<file path="src/rtl/sclk_presc_pkg.sv">
// Shared constants for the serial-clock prescaler.
// Assumes the fixed 8-bit field layout: mantissa in [3:0], exponent bit 0 in [4], exponent bits 2:1 in [7:6].
package sclk_presc_pkg;
    localparam int FIELD_W   = 8;
    localparam int MANT_W    = 4;
    localparam int EXP_W     = 3;
    localparam int MAX_SHIFT = (1 << EXP_W) - 1;
    localparam int RATIO_W   = MANT_W + MAX_SHIFT;
    localparam int HALF_W    = RATIO_W - 1;
    localparam int MAX_RATIO = ((1 << MANT_W) - 1) << MAX_SHIFT;
    localparam int MIN_RATIO = 4;

    typedef enum logic {
        DEC_LEGACY   = 1'b0,
        DEC_EXTENDED = 1'b1
    } dec_mode_e;
endpackage

</file>
<file path="src/rtl/sclk_presc_decode.sv">
// Field decoder: turns the packed prescale field into a divide ratio.
// Assumes field layout from sclk_presc_pkg; the result is clamped to MIN_RATIO.
module sclk_presc_decode
    import sclk_presc_pkg::*;
#(
    parameter bit LEGACY_EN = 1'b1
) (
    input  logic [FIELD_W-1:0] field_i,
    input  logic               mode_ext_i,
    output logic [RATIO_W-1:0] ratio_o
);
    logic [MANT_W-1:0]  mant;
    logic [EXP_W-1:0]   expo;
    logic [RATIO_W-1:0] ext_ratio;
    logic [RATIO_W-1:0] raw_ratio;
    logic               field_unused;

    assign mant         = field_i[3:0];
    assign expo         = {field_i[7:6], field_i[4]};
    assign field_unused = field_i[5];

    // Extended reading: mantissa shifted left by the scattered exponent.
    always_comb ext_ratio = RATIO_W'(mant) << expo;

    generate
        if (LEGACY_EN) begin : g_legacy
            logic [RATIO_W-1:0] leg_ratio;
            // Legacy reading: offset value 0x10 + ratio/2, so ratio = 2 * low nibble.
            always_comb leg_ratio = field_i[4] ? RATIO_W'({field_i[3:0], 1'b0}) : '0;
            // Mode select between the two readings.
            always_comb raw_ratio = (dec_mode_e'(mode_ext_i) == DEC_EXTENDED) ? ext_ratio : leg_ratio;
        end else begin : g_ext_only
            logic mode_unused;
            assign mode_unused = mode_ext_i;
            // Only the extended reading exists in this variant.
            always_comb raw_ratio = ext_ratio;
        end
    endgenerate

    // Clamp to the smallest usable ratio.
    always_comb ratio_o = (raw_ratio < RATIO_W'(MIN_RATIO)) ? RATIO_W'(MIN_RATIO) : raw_ratio;
endmodule

</file>
<file path="src/rtl/sclk_presc_split.sv">
// Half-period splitter: divides a ratio into high and low phase lengths.
// Assumes ratio_i >= MIN_RATIO; the high phase takes the odd cycle.
module sclk_presc_split
    import sclk_presc_pkg::*;
(
    input  logic [RATIO_W-1:0] ratio_i,
    output logic [HALF_W-1:0]  hi_len_o,
    output logic [HALF_W-1:0]  lo_len_o
);
    logic [RATIO_W:0] rounded;

    // Round up for the high phase, round down for the low phase.
    always_comb begin
        rounded  = {1'b0, ratio_i} + (RATIO_W+1)'(1);
        hi_len_o = HALF_W'(rounded >> 1);
        lo_len_o = HALF_W'(ratio_i >> 1);
    end
endmodule

</file>
<file path="src/rtl/sclk_presc_phase.sv">
// Phase generator: counts core cycles per half-period and toggles the serial clock.
// Assumes phase lengths >= 2; new lengths are captured only when a high phase begins.
module sclk_presc_phase
    import sclk_presc_pkg::*;
(
    input  logic              clk,
    input  logic              rst_n,
    input  logic              run_i,
    input  logic [HALF_W-1:0] next_hi_i,
    input  logic [HALF_W-1:0] next_lo_i,
    output logic              sclk_o,
    output logic              tick_o
);
    logic              sclk_q;
    logic              tick_q;
    logic              started_q;
    logic [HALF_W-1:0] cnt_q;
    logic [HALF_W-1:0] hi_q;
    logic [HALF_W-1:0] lo_q;
    logic [HALF_W-1:0] last_cnt;
    logic              half_done;

    // Last count value of the current half-period.
    always_comb begin
        last_cnt  = (sclk_q ? hi_q : lo_q) - HALF_W'(1);
        half_done = (cnt_q == last_cnt);
    end

    // Phase counter, clock phase and change strobe.
    always_ff @(posedge clk) begin
        if (!rst_n) begin
            sclk_q    <= 1'b0;
            tick_q    <= 1'b0;
            started_q <= 1'b0;
            cnt_q     <= '0;
            hi_q      <= '0;
            lo_q      <= '0;
        end else if (!run_i) begin
            sclk_q    <= 1'b0;
            tick_q    <= sclk_q;
            started_q <= 1'b0;
            cnt_q     <= '0;
        end else if (!started_q) begin
            sclk_q    <= 1'b1;
            tick_q    <= 1'b1;
            started_q <= 1'b1;
            cnt_q     <= '0;
            hi_q      <= next_hi_i;
            lo_q      <= next_lo_i;
        end else if (half_done) begin
            sclk_q <= ~sclk_q;
            tick_q <= 1'b1;
            cnt_q  <= '0;
            if (!sclk_q) begin
                hi_q <= next_hi_i;
                lo_q <= next_lo_i;
            end
        end else begin
            tick_q <= 1'b0;
            cnt_q  <= cnt_q + HALF_W'(1);
        end
    end

    assign sclk_o = sclk_q;
    assign tick_o = tick_q;
endmodule

</file>
<file path="src/rtl/sclk_prescaler.sv">
// Serial-clock prescaler top: decode field, split into phases, generate the clock.
// Assumes field_i and mode_ext_i are synchronous to clk.
module sclk_prescaler
    import sclk_presc_pkg::*;
#(
    parameter bit LEGACY_EN = 1'b1
) (
    input  logic               clk,
    input  logic               rst_n,
    input  logic               run_i,
    input  logic               mode_ext_i,
    input  logic [FIELD_W-1:0] field_i,
    output logic               sclk_o,
    output logic               tick_o
);
    logic [RATIO_W-1:0] ratio;
    logic [HALF_W-1:0]  hi_len;
    logic [HALF_W-1:0]  lo_len;

    sclk_presc_decode #(.LEGACY_EN(LEGACY_EN)) u_decode (
        .field_i    (field_i),
        .mode_ext_i (mode_ext_i),
        .ratio_o    (ratio)
    );

    sclk_presc_split u_split (
        .ratio_i  (ratio),
        .hi_len_o (hi_len),
        .lo_len_o (lo_len)
    );

    sclk_presc_phase u_phase (
        .clk       (clk),
        .rst_n     (rst_n),
        .run_i     (run_i),
        .next_hi_i (hi_len),
        .next_lo_i (lo_len),
        .sclk_o    (sclk_o),
        .tick_o    (tick_o)
    );
endmodule

</file>
<file path="config.mk">
export PLATFORM = sky130hd
export DESIGN_NAME = sclk_prescaler
export DESIGN_NICKNAME = d
export VERILOG_FILES = /design/src/rtl/sclk_presc_pkg.sv /design/src/rtl/sclk_presc_decode.sv /design/src/rtl/sclk_presc_split.sv /design/src/rtl/sclk_presc_phase.sv /design/src/rtl/sclk_prescaler.sv
export SDC_FILE = /design/constraint.sdc
export NUM_CORES = 1
export LEC_CHECK = 0
export ABC_AREA = 1
export BUFFER_PORTS_ARGS = -buffer_cell sky130_fd_sc_hd__buf_4
export CAP_MARGIN = 20
export CORE_MARGIN = 2
export CORE_UTILIZATION = 40
export DETAILED_ROUTE_END_ITERATION = 16
export SYNTH_ARGS = -nofsm -noshare
export SYNTH_HDL_FRONTEND = slang
export SYNTH_SLANG_ARGS = --single-unit
</file>
<file path="constraint.sdc">
create_clock -name clk -period 4.6 [get_ports clk]
set_clock_uncertainty 0.1 [all_clocks]
set_input_delay 0.23 -clock clk [delete_from_list [all_inputs] [get_ports clk]]
set_output_delay 0.23 -clock clk [all_outputs]
set_load 0.01 [all_outputs]
</file>
# ---- Word level (Yosys, flattened, before mapping)
# Cells that the tools add are included.
dict set report classes {
  n_bitwise 4
  n_lt_le_gt_ge 1
  n_shift 1
  reduce_logical 3
  n_eq_ne 3
  addsub 3
  n_mux 16
}
# operator n
set ops {}
lappend ops {{2-to-1 mux 10 bit} 7}
lappend ops {{2-to-1 mux 11 bit} 2}
lappend ops {{adder 11 x 1 -> 11 bit, second input constant} 1}
lappend ops {{less-than comparator 11 x 3 -> 1 bit, second input constant} 1}
lappend ops {{left shift 4 x 3 -> 11 bit} 1}
lappend ops {{adder 10 x 1 -> 10 bit, second input constant} 1}
lappend ops {{== test 10 bit} 1}
lappend ops {{subtractor 10 x 1 -> 10 bit, second input constant} 1}
lappend ops {{2-to-1 mux 1 bit} 6}
lappend ops {{2-to-1 mux 5 bit} 1}
lappend ops {{inequality test 2 bit, second input constant} 2}
lappend ops {{inverter 1 bit} 4}
lappend ops {{OR reduction 4 bit} 1}
lappend ops {{AND reduction 3 bit} 1}
lappend ops {{AND reduction 2 bit} 1}
dict set report word_totals {
  ff_bits 33
  elab_cells 37
}

# ---- Longest topological paths before layout
# Gate-level depths: netlist of the first run.
dict set report logic_depth {
  ltp_word 8
  depth_mapped 19
}

# ---- Modules after synthesis
# A second synthesis of the first run with hierarchy kept.
dict set report unflattened {
  hier_cells 448
  hier_area_um2 2623.8
}
# mod n_inst cells_per_inst area_each_um2 seq_area_each_um2
set by_module_without_submodules {}
lappend by_module_without_submodules {sclk_presc_phase 1 327 2018.2 660.6}
lappend by_module_without_submodules {sclk_presc_split 1 57 309.0 0.0}
lappend by_module_without_submodules {sclk_presc_decode 1 64 296.5 0.0}

# ---- Worst setup path after synthesis of the first run
# Ideal clock, no wire load.
dict set report synth_path {
  path_type {register -> register}
  from {register u_phase.sclk_q, in the netlist u_phase.sclk_o}
  to {register u_phase.hi_q[7]}
  stages_incl_launch_ff 18
  required_time_ns 4.386
  synth_period_minus_slack_ns 2.436
  path_slack_ns 2.164
  arrival_ns 2.223
  path_cell_list {dfxtp_1 -> inv_2 -> nand2_1 -> nand2_2 -> ha_1 -> xor2_1 -> nand2_1 -> nor2_1 -> o21ai_1 -> nor2_1 -> nand2_1 -> nor2_1 -> nand3_1 -> nand2_2 -> nand3_4 -> buf_4 -> nor2_2 -> nor2_1}
}
dict set report synth_between {
  elab_chain_cells 5
  elab_cells_between_ends 6
  classes_between {add/sub (1); eq/ne (3); mux (1); reduce/logical (1)}
}
# element line
set synth_rtl {}
lappend synth_rtl {{from (decl)} sclk_presc_phase.sv:14} ;# logic sclk_q;
lappend synth_rtl {{from (signal assigned)} sclk_presc_phase.sv:51} ;# sclk_q <= ~sclk_q;
lappend synth_rtl {{2-to-1 mux 10 bit} sclk_presc_phase.sv:25} ;# last_cnt = (sclk_q ? hi_q : lo_q) - HALF_W'(1);
lappend synth_rtl {{subtractor 10 x 1 -> 10 bit} sclk_presc_phase.sv:25}
lappend synth_rtl {{== test 10 bit} sclk_presc_phase.sv:26} ;# half_done = (cnt_q == last_cnt);
lappend synth_rtl {{inequality test 2 bit (no source line)} --}
lappend synth_rtl {{AND reduction 3 bit (no source line) *} --}
lappend synth_rtl {{to (signal assigned)} sclk_presc_phase.sv:48} ;# hi_q <= next_hi_i;
lappend synth_rtl {{to (signal assigned)} sclk_presc_phase.sv:55} ;# hi_q <= next_hi_i;
lappend synth_rtl {{to (decl)} sclk_presc_phase.sv:18} ;# logic [HALF_W-1:0] hi_q;
# Mark *: on every way between the ends. The rest lies on a longest branch, timed or not.
# A chain may end at the register's enable or synchronous reset.

# ---- Worst setup path in the final report of the first run
dict set report layout_path {
  from {register u_phase.sclk_q, in the netlist u_phase.sclk_o}
  to {register u_phase.lo_q[9]}
}
dict set report layout_between {
  elab_chain_cells 5
  elab_cells_between_ends 6
  classes_between {add/sub (1); eq/ne (3); mux (1); reduce/logical (1)}
}
# element line
set layout_rtl {}
lappend layout_rtl {{2-to-1 mux 10 bit} sclk_presc_phase.sv:25}
lappend layout_rtl {{subtractor 10 x 1 -> 10 bit} sclk_presc_phase.sv:25}
lappend layout_rtl {{== test 10 bit} sclk_presc_phase.sv:26}
lappend layout_rtl {{inequality test 2 bit (no source line)} --}
lappend layout_rtl {{AND reduction 3 bit (no source line) *} --}
lappend layout_rtl {{to (signal assigned)} sclk_presc_phase.sv:49} ;# lo_q <= next_lo_i;
lappend layout_rtl {{to (signal assigned)} sclk_presc_phase.sv:56} ;# lo_q <= next_lo_i;
lappend layout_rtl {{to (decl)} sclk_presc_phase.sv:19} ;# logic [HALF_W-1:0] lo_q;
# Marked as above.

==> impl_metrics.py, run 1 <==
metrics = {
    "outcome": {
        "outcome": "finished, final reports clean",
    },
    "worst_setup_path": {
        "end_kind": "flop",
        "crit_fanout": 30,
        "critical_path_class": "flop to flop",
        "cp-start-kind": "flop",
        "crit_required_ns": 4.68,
        "r2r_cells": 16,
        "cp_slowest_cell": "dfxtp_1",
        "reg2reg_slack_ns": 1.66,
        "worstPathArrival_ns": 3.01,
        "max_stage_delay_ns": 0.50,
        "crit_top_cell": "nor2_1",
        "rr_endpoint": "u_phase.lo_q[9]",
        "reg2reg_from": "u_phase.sclk_o",
        "crit_path_cell_trace": "inv_2, nand2_1, nand2_2, ha_1, xor2_1, nand2_1, nor2_1, o21ai_1, nor2_1, nand2_1, nor2_1, nand3_1, nand2_2, nand3_4, nor2_2, nor2_1",
    },
    "clock_tree": {
        "cts_buffers": 5,
        "ctsHtreeMaxLevel": 2,
        "hold_buffers": 0,
        "cts_root_buf": "clkbuf_8",
        "postCtsSetupBuffers": 0,
        "cts_tree": "built",
        "path_clk_slew_ns": 0.07,
        "clk_latency_ns": 0.28,
        "post_cts_resized": 0,
        "numClockSinks": 33,
        "ctsLongestPathBuffers": 2,
    },
    "sta": {
        "setup_viol": 0,
        "fmaxAchievable_mhz": 341,
        "hold_viol_final": 0,
        "fin_setup_tns_ns": 0,
        "fin_ws_ns": 1.66,
        "hold_ws_ns": 0.159,
        "min_period_ns": 2.94,
        "slew_violations": 0,
        "finalCritPeriodShare": 0.638,
        "tightest_slew_ns": 0.697,
        "rsz0062_at_grt": "no",
        "slew_headroom": 0.530,
    },
    "global_route": {
        "grt_usage": 0.174,
        "grt_max_degree": 31,
        "grt_pass1_wl_um": 8800,
        "grt_pass1_vias": 2033,
        "grt_overflow_total": 0,
        "antenna_found_initial": 0,
    },
    "floorplanning": {
        "die_height_um": 79.6,
        "initial_core_util": 0.415,
        "rows": 27,
        "die-area_sq_mm": 0.00634,
        "die_w_um": 79.6,
        "ios": 14,
        "coreArea_sq_mm": 0.00551,
    },
    "routing": {
        "drt_wl_total_um": 4780,
        "vias": 2173,
        "via_per_inst": 4.62,
        "ant_nets": 0,
        "drc": 0,
        "drtPass1Iterations": 4,
        "wire_per_inst_um": 10.2,
        "drt_iter0_markers": 120,
    },
    "power": {
        "power_density_mw_per_mm2": 284,
        "power_leakage_nw": 1.26,
        "irDropWorstVdd_v": 0.000129,
    },
    "placed_design": {
        "dp_hpwl_um": 3650,
        "portBuffers": 12,
        "gp_congestion": 0.881,
        "dp.cells": 462,
        "dpl_worst_slack_ns": 1.64,
    },
    "job": {
        "maxCapViolations": 0,
    },
    "hold_path": {
        "whs_path_depth": 3,
        "holdPathEnd": "u_phase.tick_o",
        "worstHoldPathType": "input pin to flop",
        "min_from": "run_i",
    },
    "yosys": {
        "yosysUniqueCellTypes": 30,
        "synth_edf_count": 0,
        "syn-cell-area_sq_mm": 0.00229,
        "ys.flop_type": "dfxtp_1",
        "synthesis.nets": 400,
        "syn_inst": 385,
        "ys_warn_count": 0,
        "ys_ff_latch": 33,
        "async_flop_share": 0,
        "syn_avg_cell_area_sq_um": 5.94,
        "ys_seq_area_frac": 0.289,
    },
    "final_layout": {
        "nets": 412,
        "fillerInstances": 603,
        "layout-drive-gt1-share": 0.133,
        "final_cells": 470,
        "syn_to_final_growth_pct": 9.09,
        "post-route-util": 0.453,
        "regArea_sq_um": 661,
        "diodes": 0,
        "multi_input_area_sq_mm": 0.00132,
    },
}
==> cell families after synthesis <==
| family | count (synthesis) | share of synthesized area |
|---|---|---|
| adder cells (fa/ha/maj) | 3 | 0.0164 |
| AND/OR/NAND/NOR | 245 | 0.471 |
| flip-flops | 33 | 0.289 |
| AO/OA/AOI/OAI | 22 | 0.0569 |
| buffers and inverters | 74 | 0.136 |
| XOR/XNOR | 8 | 0.0307 |
==> layout by cell type, fill, tap and decap left out, drive strengths merged, types with 2 or more instances in the layout <==
cell,Yosys,layout
nor3,5,5
ha,3,3
clkinv,0,2
buf,7,13
o22ai,3,3
nor2,62,62
a21oi,5,5
clkbuf,1,6
o21ai,11,11
nand3,30,30
inv,66,66
o211ai,2,2
xor2,8,8
nand4,7,7
nand2,137,137
dfxtp,33,33
==> metrics by stage <==
step                cell area, sq um  power (W)
floorplan                       2290   0.000467
global placement                2410   0.000500
detailed placement              2410   0.000503
CTS                             2490   0.000718
global route                    2490   0.000763
finish                          2490   0.000708
==> critical path: cells and delay by family (launching register included) <==
family                   cells  cell delay, ns
adder cells (fa/ha/maj)      1            0.32
AO/OA/AOI/OAI                1            0.06
flip-flops                   1            0.50
buffers and inverters        1            0.12
AND/OR/NAND/NOR             12            1.57
XOR/XNOR                     1            0.14
==> final cells by class <==
type | instances | area share
sequential | 33 | 0.265
clock inverter | 2 | 0.00401
tap | 72 | 0.0361
multi-input combinational | 278 | 0.527
inverter | 66 | 0.0993
clock buffer | 6 | 0.0291
timing repair buffer | 13 | 0.0391
==> how the worst max path moves through the flow <==
stage                   start              end  slack, ns
2_1_floorplan  u_phase.sclk_o  u_phase.hi_q[7]       2.16
3_3_place_gp   u_phase.sclk_o  u_phase.lo_q[9]       1.65
3_5_place_dp   u_phase.sclk_o  u_phase.hi_q[9]       1.64
4_1_cts        u_phase.sclk_o  u_phase.hi_q[9]       1.62
5_1_grt        u_phase.sclk_o  u_phase.hi_q[9]       1.24
6_report       u_phase.sclk_o  u_phase.lo_q[9]       1.66
==> where the power goes <==
part	internal (W)	switching, W	total (W)
sequential	0.000301	0.00000719	0.000308
clock	0.000105	0.000108	0.000213
combinational	0.0000667	0.000121	0.000187
total	0.000473	0.000236	0.000708
==> registers in the layout, indices dropped and copies added, names as in the netlist <==
register and cells:
u_phase.cnt_q 10, u_phase.hi_q 10, u_phase.lo_q 10, u_phase.sclk_o 1
u_phase.started_q 1, u_phase.tick_o 1
==> layer usage <==
metal	global-route usage	vias to the layer above	part of all wire
met3	0.0339	6	0.027
met1	0.231	941	0.51
li1	-	1196	-
met2	0.286	30	0.45
met5	0	-	0
met4	0.0517	0	0.014
==> synth_stat cells, types with 3 or more instances <==
cell type | n | area share
inv_1 | 58 | 0.095
inv_2 | 8 | 0.013
nor2_2 | 3 | 0.0082
nand4_1 | 7 | 0.019
o21ai_1 | 4 | 0.0088
o22ai_1 | 3 | 0.0082
nand2_1 | 124 | 0.20
xor2_1 | 8 | 0.031
nor3_1 | 4 | 0.0088
nand2_2 | 13 | 0.036
dfxtp_1 | 33 | 0.29
nor2_1 | 57 | 0.094
o21ai_0 | 5 | 0.011
a21oi_1 | 5 | 0.011
ha_1 | 3 | 0.016
nand3_1 | 28 | 0.061
buf_6 | 3 | 0.015
Power figures use the tool's default switching activity.
==> run 2, diff against run 1 <==
- clock period: 4.6 -> 2.8 ns (I/O delays scaled with it)
==> impl_metrics.py, run 2 (same netlist as run 1, synthesis figures left out) <==
metrics = {
    "final_layout": {
        "fillerInstances": 615,
        "multi_input_area_sq_mm": 0.00137,
        "final_area_sq_mm": 0.00260,
        "reg.largest.list": "u_phase.cnt_q: 10 flops, u_phase.hi_q: 10 flops, u_phase.lo_q: 10 flops",
        "layout-drive-gt1-share": 0.144,
        "syn_to_final_growth_pct": 13.6,
        "final_common_cell": "nand2_1",
        "diodes": 0,
        "regArea_sq_um": 664,
        "final_cells": 474,
        "nets": 416,
        "final_cell_mix": "nand2_1 (124), inv_1 (58), nor2_1 (57)",
    },
    "sta": {
        "fin_ws_ns": 0.304,
        "hold_viol_final": 0,
        "finalCritPeriodShare": 0.891,
        "fmaxAchievable_mhz": 401,
        "fin_setup_tns_ns": 0,
        "slew_violations": 0,
        "rsz0062_at_grt": "no",
        "tightest_slew_ns": 0.696,
        "min_period_ns": 2.50,
        "setup_viol": 0,
        "slew_headroom": 0.531,
    },
    "worst_setup_path": {
        "reg2reg_from": "u_phase.sclk_o",
        "end_kind": "flop",
        "crit_required_ns": 2.88,
        "crit_fanout": 11,
        "cp-start-kind": "flop",
        "critical_path_class": "flop to flop",
        "rr_endpoint": "u_phase.hi_q[9]",
        "r2r_cells": 16,
        "worstPathArrival_ns": 2.58,
        "reg2reg_slack_ns": 0.30,
    },
    "global_route": {
        "grt_pass1_wl_um": 8410,
        "grt_pass1_vias": 1931,
        "grt_usage": 0.167,
        "grt_max_degree": 21,
        "antenna_found_initial": 0,
        "grt_overflow_total": 0,
    },
    "hold_path": {
        "whs_path_depth": 3,
        "holdPathEnd": "u_phase.lo_q[7]",
        "min_from": "rst_n",
        "worstHoldPathType": "input pin to flop",
    },
    "clock_tree": {
        "cts_tree": "built",
        "clk_latency_ns": 0.29,
        "ctsHtreeMaxLevel": 2,
        "cts_buffers": 5,
        "cts_root_buf": "clkbuf_8",
        "hold_buffers": 0,
        "ctsLongestPathBuffers": 2,
        "path_clk_slew_ns": 0.07,
        "numClockSinks": 33,
    },
    "routing": {
        "drt_wl_total_um": 4980,
        "vias": 2206,
        "drt_iter0_markers": 124,
        "wire_per_inst_um": 10.5,
        "drc": 0,
        "ant_nets": 0,
        "via_per_inst": 4.65,
        "drtPass1Iterations": 5,
    },
    "floorplanning": {
        "rows": 27,
        "coreArea_sq_mm": 0.00551,
        "die-area_sq_mm": 0.00634,
        "die_w_um": 79.6,
        "die_height_um": 79.6,
        "ios": 14,
        "initial_core_util": 0.415,
    },
    "placed_design": {
        "dp.cells": 463,
        "dpl_cell_area_sq_mm": 0.00242,
        "portBuffers": 12,
        "dp_hpwl_um": 3650,
        "gp_congestion": 0.856,
        "dpl_worst_slack_ns": 0.00565,
    },
    "outcome": {
        "outcome": "finished, final reports clean",
    },
    "power": {
        "irDropWorstVdd_v": 0.000333,
        "power_density_mw_per_mm2": 500,
        "total_power_w": 0.00130,
        "power_leakage_nw": 1.30,
    },
    "job": {
        "maxCapViolations": 0,
    },
}
[run 2: changes by cell type in the layout (fill, tap and decap cells not counted), sizes merged]
cell | previous run | this run
nand3 | 30 | 33
clkinv | 2 | 0
buf | 13 | 14
bufinv | 0 | 1
clkbuf | 6 | 7
[run 2: cell type report]
class                           count  share of cell area
Clock buffer                        7              0.0333
Clock inverter                      1              0.0116
Inverter                           66              0.0954
Multi-Input combinational cell    281               0.529
Sequential cell                    33               0.256
Tap cell                           72              0.0347
Timing Repair Buffer               14              0.0405
[run 2: how the worst max path moves through the flow]
stage	startpoint	to	slack (ns)
after floorplan	u_phase.sclk_o	u_phase.hi_q[7]	0.36
after global placement	u_phase.sclk_o	u_phase.lo_q[9]	0.04
after detailed placement	u_phase.sclk_o	u_phase.lo_q[9]	0.006
after CTS	u_phase.sclk_o	u_phase.lo_q[9]	0.12
after global routing	u_phase.sclk_o	u_phase.hi_q[8]	0.03
final	u_phase.sclk_o	u_phase.hi_q[9]	0.30
[run 2: routing by layer]
layer,vias up,track usage,routed length (um)
li1,1213,-,-
met1,964,0.229,2550
met2,23,0.264,2220
met3,6,0.0339,149
met4,0,0.0517,62
met5,-,0,0
[run 2: metrics by stage]
| stage | hold WS, ns | util |
|---|---|---|
| after detailed placement | 0.336 | 0.439 |
| after CTS | 0.0854 | 0.464 |
| after global placement | 0.331 | 0.439 |
| after global routing | 0.0955 | 0.471 |
| after floorplan | 0.187 | - |
| final | 0.0908 | 0.471 |
[run 2: report_power, final]
part / switching (W) / internal [W] / total [W]
Clock: 0.000181 / 0.000290 / 0.000471
Combinational: 0.000207 / 0.000114 / 0.000321
Sequential: 0.0000115 / 0.000494 / 0.000506
Total: 0.000399 / 0.000899 / 0.00130
[run 2: what timing repair did]
item	in CTS	in global routing
setup buffers	0	0
pin swaps	0	3
endpoints found under the setup margin	2	30
gates resized for setup	1	5
cloned	1	2
[run 2: critical path, stage by stage, from the launching register on]
cell and delay [ns]:
dfxtp_4 0.38, inv_2 0.06, nand2_1 0.08, nand2_2 0.07
ha_1 0.29, xor2_1 0.14, nand2_1 0.06, nor2_1 0.08
o21ai_1 0.07, nor2_1 0.16, nand2_1 0.07, nor2_1 0.09
nand3_1 0.13, nand2_4 0.21, nand3_4 0.18, nor2_2 0.16
nor2_1 0.06
==> run 3, diff against run 2 <==
- CAP_MARGIN: 20 -> not set
- CORE_MARGIN: 2 -> not set
==> impl_metrics.py, run 3 (same netlist as run 1, synthesis figures left out) <==
metrics = {
    "outcome": {
        "outcome": "finished, final reports clean",
    },
    "floorplanning": {
        "die_height_um": 77.6,
        "rows": 27,
        "coreArea_sq_mm": 0.00551,
        "ios": 14,
        "die_w_um": 77.6,
        "die-area_sq_mm": 0.00602,
        "initial_core_util": 0.415,
    },
    "routing": {
        "drtPass1Iterations": 4,
        "drc": 0,
        "drt_wl_total_um": 5060,
        "ant_nets": 0,
        "via_per_inst": 4.77,
        "vias": 2259,
        "drt_iter0_markers": 74,
        "wire_per_inst_um": 10.7,
    },
    "final_layout": {
        "layout-drive-gt1-share": 0.144,
        "nets": 416,
        "syn_to_final_growth_pct": 13.1,
        "final_cell_mix": "nand2_1 (124), inv_1 (58), nor2_1 (57)",
        "diodes": 0,
        "final_common_cell": "nand2_1",
        "post-route-util": 0.470,
        "reg.largest.list": "u_phase.cnt_q: 10 flops, u_phase.hi_q: 10 flops, u_phase.lo_q: 10 flops",
    },
    "power": {
        "irDropWorstVdd_v": 0.000301,
        "power_leakage_nw": 1.29,
        "power_density_mw_per_mm2": 504,
    },
    "sta": {
        "slew_headroom": 0.556,
        "slew_violations": 0,
        "fmaxAchievable_mhz": 388,
        "tightest_slew_ns": 0.659,
        "finalCritPeriodShare": 0.921,
        "hold_viol_final": 0,
        "min_period_ns": 2.58,
        "setup_viol": 0,
        "rsz0062_at_grt": "yes",
        "fin_ws_ns": 0.222,
    },
    "placed_design": {
        "dpl_worst_slack_ns": -0.0440,
        "portBuffers": 12,
        "gp_congestion": 0.851,
        "dp_hpwl_um": 3690,
    },
    "global_route": {
        "grt_overflow_total": 0,
        "grt_pass1_wl_um": 8920,
        "antenna_found_initial": 0,
        "grt_max_degree": 21,
        "grt_usage": 0.185,
        "grt_pass1_vias": 2057,
    },
    "hold_path": {
        "min_from": "rst_n",
        "holdPathEnd": "u_phase.lo_q[9]",
        "worstHoldPathType": "input pin to flop",
        "whs_path_depth": 3,
    },
    "clock_tree": {
        "postCtsSetupBuffers": 0,
        "path_clk_slew_ns": 0.07,
        "cts_root_buf": "clkbuf_8",
        "hold_buffers": 0,
        "clk_latency_ns": 0.29,
        "cts_buffers": 5,
        "numClockSinks": 33,
        "cts_tree": "built",
        "ctsLongestPathBuffers": 2,
        "ctsHtreeMaxLevel": 2,
    },
    "worst_setup_path": {
        "cp_slowest_cell": "dfxtp_2",
        "crit_path_cell_trace": "inv_2, nand2_1, nand2_2, ha_1, xor2_1, nand2_1, nor2_1, o21ai_1, nor2_1, nand2_1, nor2_1, nand3_1, nand2_4, nand3_2, nor2_1, nor2_1",
        "critical_path_class": "flop to flop",
        "reg2reg_from": "u_phase.sclk_o",
        "crit_family": "simple AND/OR/NAND/NOR gates",
        "crit_top_cell": "nor2_1",
        "crit_fanout": 11,
        "reg2reg_slack_ns": 0.22,
        "crit_buf_inv": 1,
        "r2r_cells": 16,
        "end_kind": "flop",
        "worstPathArrival_ns": 2.66,
        "max_stage_delay_ns": 0.40,
        "crit_required_ns": 2.89,
        "rr_endpoint": "u_phase.hi_q[1]",
        "cp-start-kind": "flop",
        "cp.depth": 16,
    },
    "job": {
        "maxCapViolations": 0,
    },
}
-- run 3: cell counts in the layout (fill, tap and decap cells not counted) --
Identical to the previous run, type by type.
-- run 3: how the worst max path moves through the flow --
stage / from / end
floorplan: u_phase.sclk_o / u_phase.hi_q[7]
global placement: u_phase.sclk_o / u_phase.lo_q[9]
detailed placement: u_phase.sclk_o / u_phase.lo_q[9]
CTS: u_phase.sclk_o / u_phase.lo_q[9]
global route: u_phase.sclk_o / u_phase.hi_q[0]
finish: u_phase.sclk_o / u_phase.hi_q[1]
-- run 3: timing repair --
| item | 4_1_cts | 5_1_grt |
|---|---|---|
| pin swaps | 1 | 2 |
| setup endpoints to repair | 13 | 30 |
| gates resized for setup | 1 | 3 |
| cloned | 1 | 2 |
-- run 3: metal layers --
| metal | global-route usage | vias to the layer above | share of wire |
|---|---|---|---|
| li1 | - | 1219 | - |
| met1 | 0.241 | 989 | 0.52 |
| met2 | 0.305 | 43 | 0.43 |
| met3 | 0.0388 | 8 | 0.041 |
| met4 | 0.0509 | 0 | 0.017 |
| met5 | 0 | - | 0 |
-- run 3: layout make-up --
type	count	area, sq um
Multi-Input combinational cell	281	1370
Clock inverter	1	30.0
Timing Repair Buffer	14	105
Fill cell	594	2920
Inverter	66	248
Clock buffer	7	86.3
Sequential cell	33	662
Tap cell	72	90.1
-- run 3: power breakdown --
part           switching, W  internal, W
clock network      0.000183     0.000290
registers         0.0000116     0.000495
logic              0.000209     0.000114
total              0.000403     0.000900
-- run 3: worst min-delay path, cell delays in order --
cell and delay [ns]:
buf_4 0.19, nand2_1 0.09, nor2_1 0.03
-- run 3: stage by stage --
step	instance area, sq um	hold slack, ns	cells	setup TNS [ns]	total power [W]
after global placement	2420	0.330	463	0	0.000828
after floorplan	2290	0.187	385	0	0.000768
after detailed placement	2420	0.336	463	-0.236	0.000830
after CTS	2550	0.0877	472	0	0.00131
after global routing	2590	0.0912	474	-0.0116	0.00140
final	2590	0.0993	474	0	0.00130
